### config.mk
export PLATFORM = sky130hd
export DESIGN_NAME = itvwd_timer
export DESIGN_NICKNAME = d
export VERILOG_FILES = /design/src/rtl/itvwd_pkg.sv /design/src/rtl/itvwd_prestage.sv /design/src/rtl/itvwd_ripple.sv /design/src/rtl/itvwd_tapmux.sv /design/src/rtl/itvwd_rise.sv /design/src/rtl/itvwd_div.sv /design/src/rtl/itvwd_timer.sv
export SDC_FILE = /design/constraint.sdc
export NUM_CORES = 1
export LEC_CHECK = 0
export BUFFER_PORTS_ARGS = -buffer_cell sky130_fd_sc_hd__buf_2
export CAP_MARGIN = 20
export CELL_PAD_IN_SITES_DETAIL_PLACEMENT = 1
export CELL_PAD_IN_SITES_GLOBAL_PLACEMENT = 2
export CORE_MARGIN = 2
export CORE_UTILIZATION = 39
export CTS_CLUSTER_DIAMETER = 200
export DETAILED_ROUTE_END_ITERATION = 8
export MAX_ROUTING_LAYER = met4
export PLACE_DENSITY_LB_ADDON = 0.1
export SYNTH_ARGS = -nofsm -noshare
export SYNTH_HDL_FRONTEND = slang
export SYNTH_SLANG_ARGS = --single-unit
### constraint.sdc
create_clock -name clk -period 3.95 [get_ports clk]
set_input_delay 0.395 -clock clk [delete_from_list [all_inputs] [get_ports clk]]
set_output_delay 0.395 -clock clk [all_outputs]
set_load 0.005 [all_outputs]
### src/rtl/itvwd_pkg.sv
package itvwd_pkg;

  localparam int unsigned ITV_TAPS = 8;
  localparam int unsigned WD_TAPS  = 3;

  typedef struct packed {
    logic       restart_mode;
    logic [2:0] div_sel;
  } ctl_t;

  localparam ctl_t CTL_RESET = '{restart_mode: 1'b1, div_sel: 3'b111};

  // interval select code -> prescaler stage number (1-based)
  function automatic int unsigned itv_stage(input int unsigned code);
    int unsigned s;
    if (code <= 5)      s = code + 1;
    else if (code == 6) s = 8;
    else                s = 11;
    return s;
  endfunction

  // watchdog select code -> prescaler stage number (1-based)
  function automatic int unsigned wd_stage(input int unsigned code);
    int unsigned s;
    if (code == 0)      s = 8;
    else if (code == 1) s = 11;
    else                s = 14;
    return s;
  endfunction

endpackage

### src/rtl/itvwd_prestage.sv
module itvwd_prestage #(
  parameter int unsigned PRE_DIV = 16
) (
  input  logic clk,
  input  logic rst_n,
  input  logic clr,
  input  logic src_en,
  input  logic sub_sel,
  output logic step
);
  localparam int unsigned W = $clog2(PRE_DIV);
  localparam logic [W-1:0] LAST = W'(PRE_DIV - 1);

  logic [W-1:0] cnt_q, cnt_d;
  logic         wrap;

  assign wrap = (cnt_q == LAST);
  assign step = src_en & (sub_sel ? wrap : 1'b1);

  always_comb begin
    cnt_d = cnt_q;
    if (clr)
      cnt_d = '0;
    else if (src_en && sub_sel)
      cnt_d = wrap ? '0 : cnt_q + 1'b1;
  end

  always_ff @(posedge clk or negedge rst_n) begin
    if (!rst_n) cnt_q <= '0;
    else        cnt_q <= cnt_d;
  end
endmodule

### src/rtl/itvwd_ripple.sv
module itvwd_ripple #(
  parameter int unsigned STAGES = 14
) (
  input  logic              clk,
  input  logic              rst_n,
  input  logic              clr,
  input  logic              step,
  output logic [STAGES-1:0] q
);
  logic [STAGES-1:0] q_q, q_d;

  always_comb begin
    q_d = q_q;
    if (clr)       q_d = '0;
    else if (step) q_d = q_q + 1'b1;
  end

  always_ff @(posedge clk or negedge rst_n) begin
    if (!rst_n) q_q <= '0;
    else        q_q <= q_d;
  end

  assign q = q_q;
endmodule

### src/rtl/itvwd_tapmux.sv
module itvwd_tapmux #(
  parameter int unsigned N     = 8,
  parameter int unsigned SEL_W = 3
) (
  input  logic [N-1:0]     taps,
  input  logic [SEL_W-1:0] sel,
  output logic             tap
);
  // codes at or above N fall back to the last tap
  always_comb begin
    tap = taps[N-1];
    for (int i = 0; i < N; i++) begin
      if (int'(sel) == i) tap = taps[i];
    end
  end
endmodule

### src/rtl/itvwd_rise.sv
module itvwd_rise (
  input  logic clk,
  input  logic rst_n,
  input  logic sig,
  output logic rise
);
  logic prev_q, prev_d;

  assign prev_d = sig;
  assign rise   = sig & ~prev_q;

  always_ff @(posedge clk or negedge rst_n) begin
    if (!rst_n) prev_q <= 1'b0;
    else        prev_q <= prev_d;
  end
endmodule

### src/rtl/itvwd_div.sv
module itvwd_div #(
  parameter int unsigned W = 3
) (
  input  logic clk,
  input  logic rst_n,
  input  logic adv,
  output logic msb
);
  logic [W-1:0] cnt_q, cnt_d;

  always_comb begin
    cnt_d = cnt_q;
    if (adv) cnt_d = cnt_q + 1'b1;
  end

  always_ff @(posedge clk or negedge rst_n) begin
    if (!rst_n) cnt_q <= '0;
    else        cnt_q <= cnt_d;
  end

  assign msb = cnt_q[W-1];
endmodule

### src/rtl/itvwd_timer.sv
module itvwd_timer
  import itvwd_pkg::*;
#(
  parameter int unsigned STAGES   = 14,
  parameter int unsigned PRE_DIV  = 16,
  parameter int unsigned WD_DIV_W = 3
) (
  input  logic       clk,
  input  logic       rst_n,
  input  logic       src_en,
  input  logic       sub_sel,
  input  logic       ctl_wr,
  input  logic [3:0] ctl_wdata,
  input  logic       wd_lock,
  input  logic [1:0] wd_sel,
  input  logic       irq_mask,
  output logic [3:0] ctl_value,
  output logic       tick_o,
  output logic       irq_o,
  output logic       wd_clk_o
);
  localparam int unsigned ITV_SEL_W = $clog2(ITV_TAPS);
  localparam int unsigned WD_SEL_W  = $clog2(WD_TAPS);

  // reset: asserted at once, released after two edges
  logic rst_s1_q, rst_sync_n;
  always_ff @(posedge clk or negedge rst_n) begin
    if (!rst_n) begin
      rst_s1_q   <= 1'b0;
      rst_sync_n <= 1'b0;
    end else begin
      rst_s1_q   <= 1'b1;
      rst_sync_n <= rst_s1_q;
    end
  end

  // control register
  ctl_t ctl_q, ctl_d, wr_view;
  logic restart;

  assign wr_view = ctl_t'(ctl_wdata);
  assign restart = ctl_wr & wr_view.restart_mode & wd_lock;

  always_comb begin
    ctl_d = ctl_q;
    if (ctl_wr) ctl_d = wr_view;
  end

  always_ff @(posedge clk or negedge rst_sync_n) begin
    if (!rst_sync_n) ctl_q <= CTL_RESET;
    else             ctl_q <= ctl_d;
  end

  assign ctl_value = ctl_q;

  // prescaler
  logic              step;
  logic [STAGES-1:0] stage_q;

  itvwd_prestage #(.PRE_DIV(PRE_DIV)) u_pre (
    .clk(clk), .rst_n(rst_sync_n), .clr(restart),
    .src_en(src_en), .sub_sel(sub_sel), .step(step)
  );

  itvwd_ripple #(.STAGES(STAGES)) u_cnt (
    .clk(clk), .rst_n(rst_sync_n), .clr(restart),
    .step(step), .q(stage_q)
  );

  // tap vectors
  logic [ITV_TAPS-1:0] itv_taps;
  logic [WD_TAPS-1:0]  wd_taps;

  for (genvar g = 0; g < ITV_TAPS; g++) begin : g_itv
    assign itv_taps[g] = stage_q[itv_stage(g) - 1];
  end
  for (genvar g = 0; g < WD_TAPS; g++) begin : g_wd
    assign wd_taps[g] = stage_q[wd_stage(g) - 1];
  end

  // interval path
  logic itv_tap;
  itvwd_tapmux #(.N(ITV_TAPS), .SEL_W(ITV_SEL_W)) u_itv_mux (
    .taps(itv_taps), .sel(ctl_q.div_sel), .tap(itv_tap)
  );
  itvwd_rise u_itv_edge (
    .clk(clk), .rst_n(rst_sync_n), .sig(itv_tap), .rise(tick_o)
  );
  assign irq_o = tick_o & irq_mask;

  // watchdog path
  logic wd_tap, wd_rise;
  itvwd_tapmux #(.N(WD_TAPS), .SEL_W(WD_SEL_W)) u_wd_mux (
    .taps(wd_taps), .sel(wd_sel), .tap(wd_tap)
  );
  itvwd_rise u_wd_edge (
    .clk(clk), .rst_n(rst_sync_n), .sig(wd_tap), .rise(wd_rise)
  );
  itvwd_div #(.W(WD_DIV_W)) u_wd_div (
    .clk(clk), .rst_n(rst_sync_n), .adv(wd_rise), .msb(wd_clk_o)
  );
endmodule

==> impl_metrics.py <==
metrics = {
    "timing": {
        "max-slew-margin-rel": 0.654,
        "timing.final.crit_period_ns": 2.46,
        "setup_viol": 0,
        "fin_tns_setup_ns": 0,
        "max_freq_mhz": 407,
        "skew_ns": 0.00544,
        "report.final.slew_viol_count": 0,
        "rsz0062_at_grt": "false",
        "finalCritPeriodShare": 0.622,
        "tightest_slew_ns": 0.506,
        "hold_violations": 0,
    },
    "floorplan": {
        "die_w_microns": 65.2,
        "start_util": 0.402,
        "dieHeight_microns": 65.2,
        "top_level_ports": 20,
        "core_region_area_sq_um": 3630,
        "rows": 22,
        "dieArea_sq_um": 4250,
    },
    "synth": {
        "yosysTopAreaCell": "dfrtp_1",
        "synthMuxAreaShare": 0.0935,
        "synth_top_family_by_area": "simple AND/OR/NAND/NOR gates",
        "synthAdderAreaFrac": 0.0257,
        "synth_xor_area_frac": 0.0660,
        "yosys-top-cells-area": "dfrtp_1 43%, dfstp_2 7.2%, xnor2_1 4.8%, mux2_2 4.6%, a21oi_1 3.8%",
        "synth_compound_gate_area_share": 0.117,
        "yosysWarnings": 0,
        "postSynthCellCount": 131,
        "synth_cell_types": 37,
        "yosys.area_share.simple": 0.166,
        "avgSynthCellArea_sq_um": 11.1,
        "ys_seq_elements": 29,
        "syn_area_sq_um": 1460,
        "synthesis.nets": 147,
        "synthDominantCellAreaShare": 0.429,
        "yosysSeqAreaShare": 0.501,
    },
    "cells_and_area": {
        "nets": 171,
        "finish.utilization": 0.470,
        "layout.cells.most_common": "dfrtp_1",
        "n_fill_cell": 421,
        "syn2layout_area_growth_pct": 17.0,
        "layout.cells.non_filler": 204,
        "final_cell_mix": "25 x dfrtp_1, 19 x buf_2, 11 x a21oi_1, 11 x nor2_1",
        "n_antenna_cell": 0,
        "drive_gt1_frac": 0.276,
    },
    "drt": {
        "drtIter0Drc": 20,
        "num_vias": 1085,
        "via_per_inst": 5.32,
        "wl_mm": 3.14,
        "firstDrtPassIters": 4,
        "wl_per_cell_microns": 15.4,
        "ant_nets": 0,
        "drc": 0,
    },
    "global_routing": {
        "antenna_found_initial": 0,
        "grt.overflow.total": 0,
        "grt_pass1_wl_mm": 5.47,
        "grt_pass1_vias": 1165,
        "grt_util_all_layers": 0.180,
        "grt_max_degree": 28,
    },
    "place": {
        "dp.final_hpwl_mm": 2.27,
        "place_inst": 195,
        "place.gp.congestion": 0.722,
        "numPortBuffers": 19,
    },
    "clocking": {
        "cts_resized": 0,
        "cts_htree_levels": 2,
        "root_buffer": "clkbuf_8",
        "cts_hold_buf": 1,
        "clk_pin_slew_worst_paths_ns": 0.06,
        "postCtsSetupBuffers": 0,
        "cts.path.max_buffers": 2,
        "cts_buffers": 5,
        "clk_latency_ns": 0.28,
        "cts_sinks": 29,
        "cts_tree": "done",
    },
    "worst_setup_path": {
        "crit_arrival_ns": 2.06,
        "worstPathMaxFanout": 4,
        "max_stage_delay_ns": 0.56,
        "cp_slowest_cell": "dfstp_2",
        "cp-start-kind": "register",
        "path_cells": "mux4_1 -> mux2_2 -> nor2b_1 -> and2_1 -> buf_2",
        "crit_type": "reg2out",
        "path_buf_inv": 1,
        "setup.worst_path.end_class": "primary output",
        "required_ns": 3.56,
        "crit_family": "multiplexers",
    },
    "power_and_ir_drop": {
        "irDropWorstVdd_mv": 0.228,
        "powerDensity_nw_per_um2": 465,
        "leakagePower_uw": 0.000744,
        "total_power_uw": 794,
    },
    "flow_run": {
        "maxCapViolations": 0,
    },
    "outcome": {
        "outcome": "finished clean",
    },
    "min_path": {
        "hp-class": "reg2async",
    },
}
## worst reg2reg max path: cells and delay by family (launching register included)
kind / cells / cell delay (ns)
and+or+nand+nor: 2 / 0.66
AOI/OAI and AO/OA: 2 / 0.42
DFF: 1 / 0.41
adders and majority gates: 1 / 0.28
## flip-flops by register name (all words and copies together), names as in the netlist
register and cells:
ctl_value 4, u_wd_edge.prev_q 1, u_wd_div.cnt_q 3, rst_sync_n 1
rst_s1_q 1, u_itv_edge.prev_q 1, u_cnt.q 14, u_pre.cnt_q 4
## area by class of cell
class | count | area (sq um) | area share
Sequential cell | 29 | 731 | 0.428
Multi-Input combinational cell | 94 | 687 | 0.402
Timing Repair Buffer | 21 | 113 | 0.0660
Clock buffer | 7 | 96.3 | 0.0565
Tap cell | 48 | 60.1 | 0.0352
Inverter | 4 | 15.0 | 0.00880
Clock inverter | 1 | 5.00 | 0.00293
## logic make-up (layout without fill, tap and decap cells)
| logic type | Yosys count | in the layout |
|---|---|---|
| XOR/XNOR | 11 | 11 |
| buffers and inverters | 8 | 33 |
| multiplexers | 10 | 10 |
| flip-flops | 29 | 29 |
| AND/OR/NAND/NOR | 42 | 42 |
| other | 1 | 1 |
| adder cells (fa/ha/maj) | 3 | 3 |
| AO/OA/AOI/OAI | 27 | 27 |
## power breakdown
part	switching [uW]	internal (uW)	leakage [uW]
clock network	111	157	0.0000542
registers	46.9	347	0.000372
logic	59.9	71.6	0.000318
## stage by stage
stage | hold WS, ns | setup WS (ns) | instance area, sq um
after floorplan | 0.0994 | 1.90 | 1460
after global placement | 0.179 | 1.81 | 1600
after detailed placement | 0.185 | 1.78 | 1600
after CTS | 0.287 | 1.46 | 1710
after global routing | 0.307 | 1.39 | 1710
final | 0.260 | 1.49 | 1710
## final timing paths
kind	startpoint	slack [ns]	end	cells after the start
worst max-delay path	ctl_value[0]	1.49	irq_o	5
worst min-delay path	rst_sync_n	0.26	u_itv_edge.prev_q	1
worst max register to register	u_pre.cnt_q[0]	2.09	u_cnt.q[10]	5
worst min register to register	rst_sync_n	0.26	u_itv_edge.prev_q	1
max in group asynchronous	rst_sync_n	3.39	ctl_value[0]	1
min in group clk	ctl_wdata[0]	0.34	ctl_value[0]	2
## cells in the mapped netlist (all sizes together)
cell type	n
clkbuf	2
mux2i	2
o21ai	3
nand2	8
conb	1
o211ai	1
a21boi	1
nand3	7
nor2	11
a211oi	5
xnor2	8
and3	2
inv	4
a211o	1
and4	1
a2111oi	1
a21o	1
dfrtp	25
or3	3
buf	2
a21oi	11
and2	1
or4	3
nor3	1
o31ai	3
mux2	6
ha	3
mux4	2
xor2	3
dfstp	4
nor2b	2
nand4	3
## metal layers
metal / vias up / track usage / share of wire
met2: 23 / 0.300 / 0.50
met4: 0 / 0.0859 / 0.020
li1: 521 / - / -
met3: 4 / 0.0462 / 0.044
met5: - / - / 0
met1: 537 / 0.202 / 0.43
No activity file was read; power rests on OpenSTA's default activity.
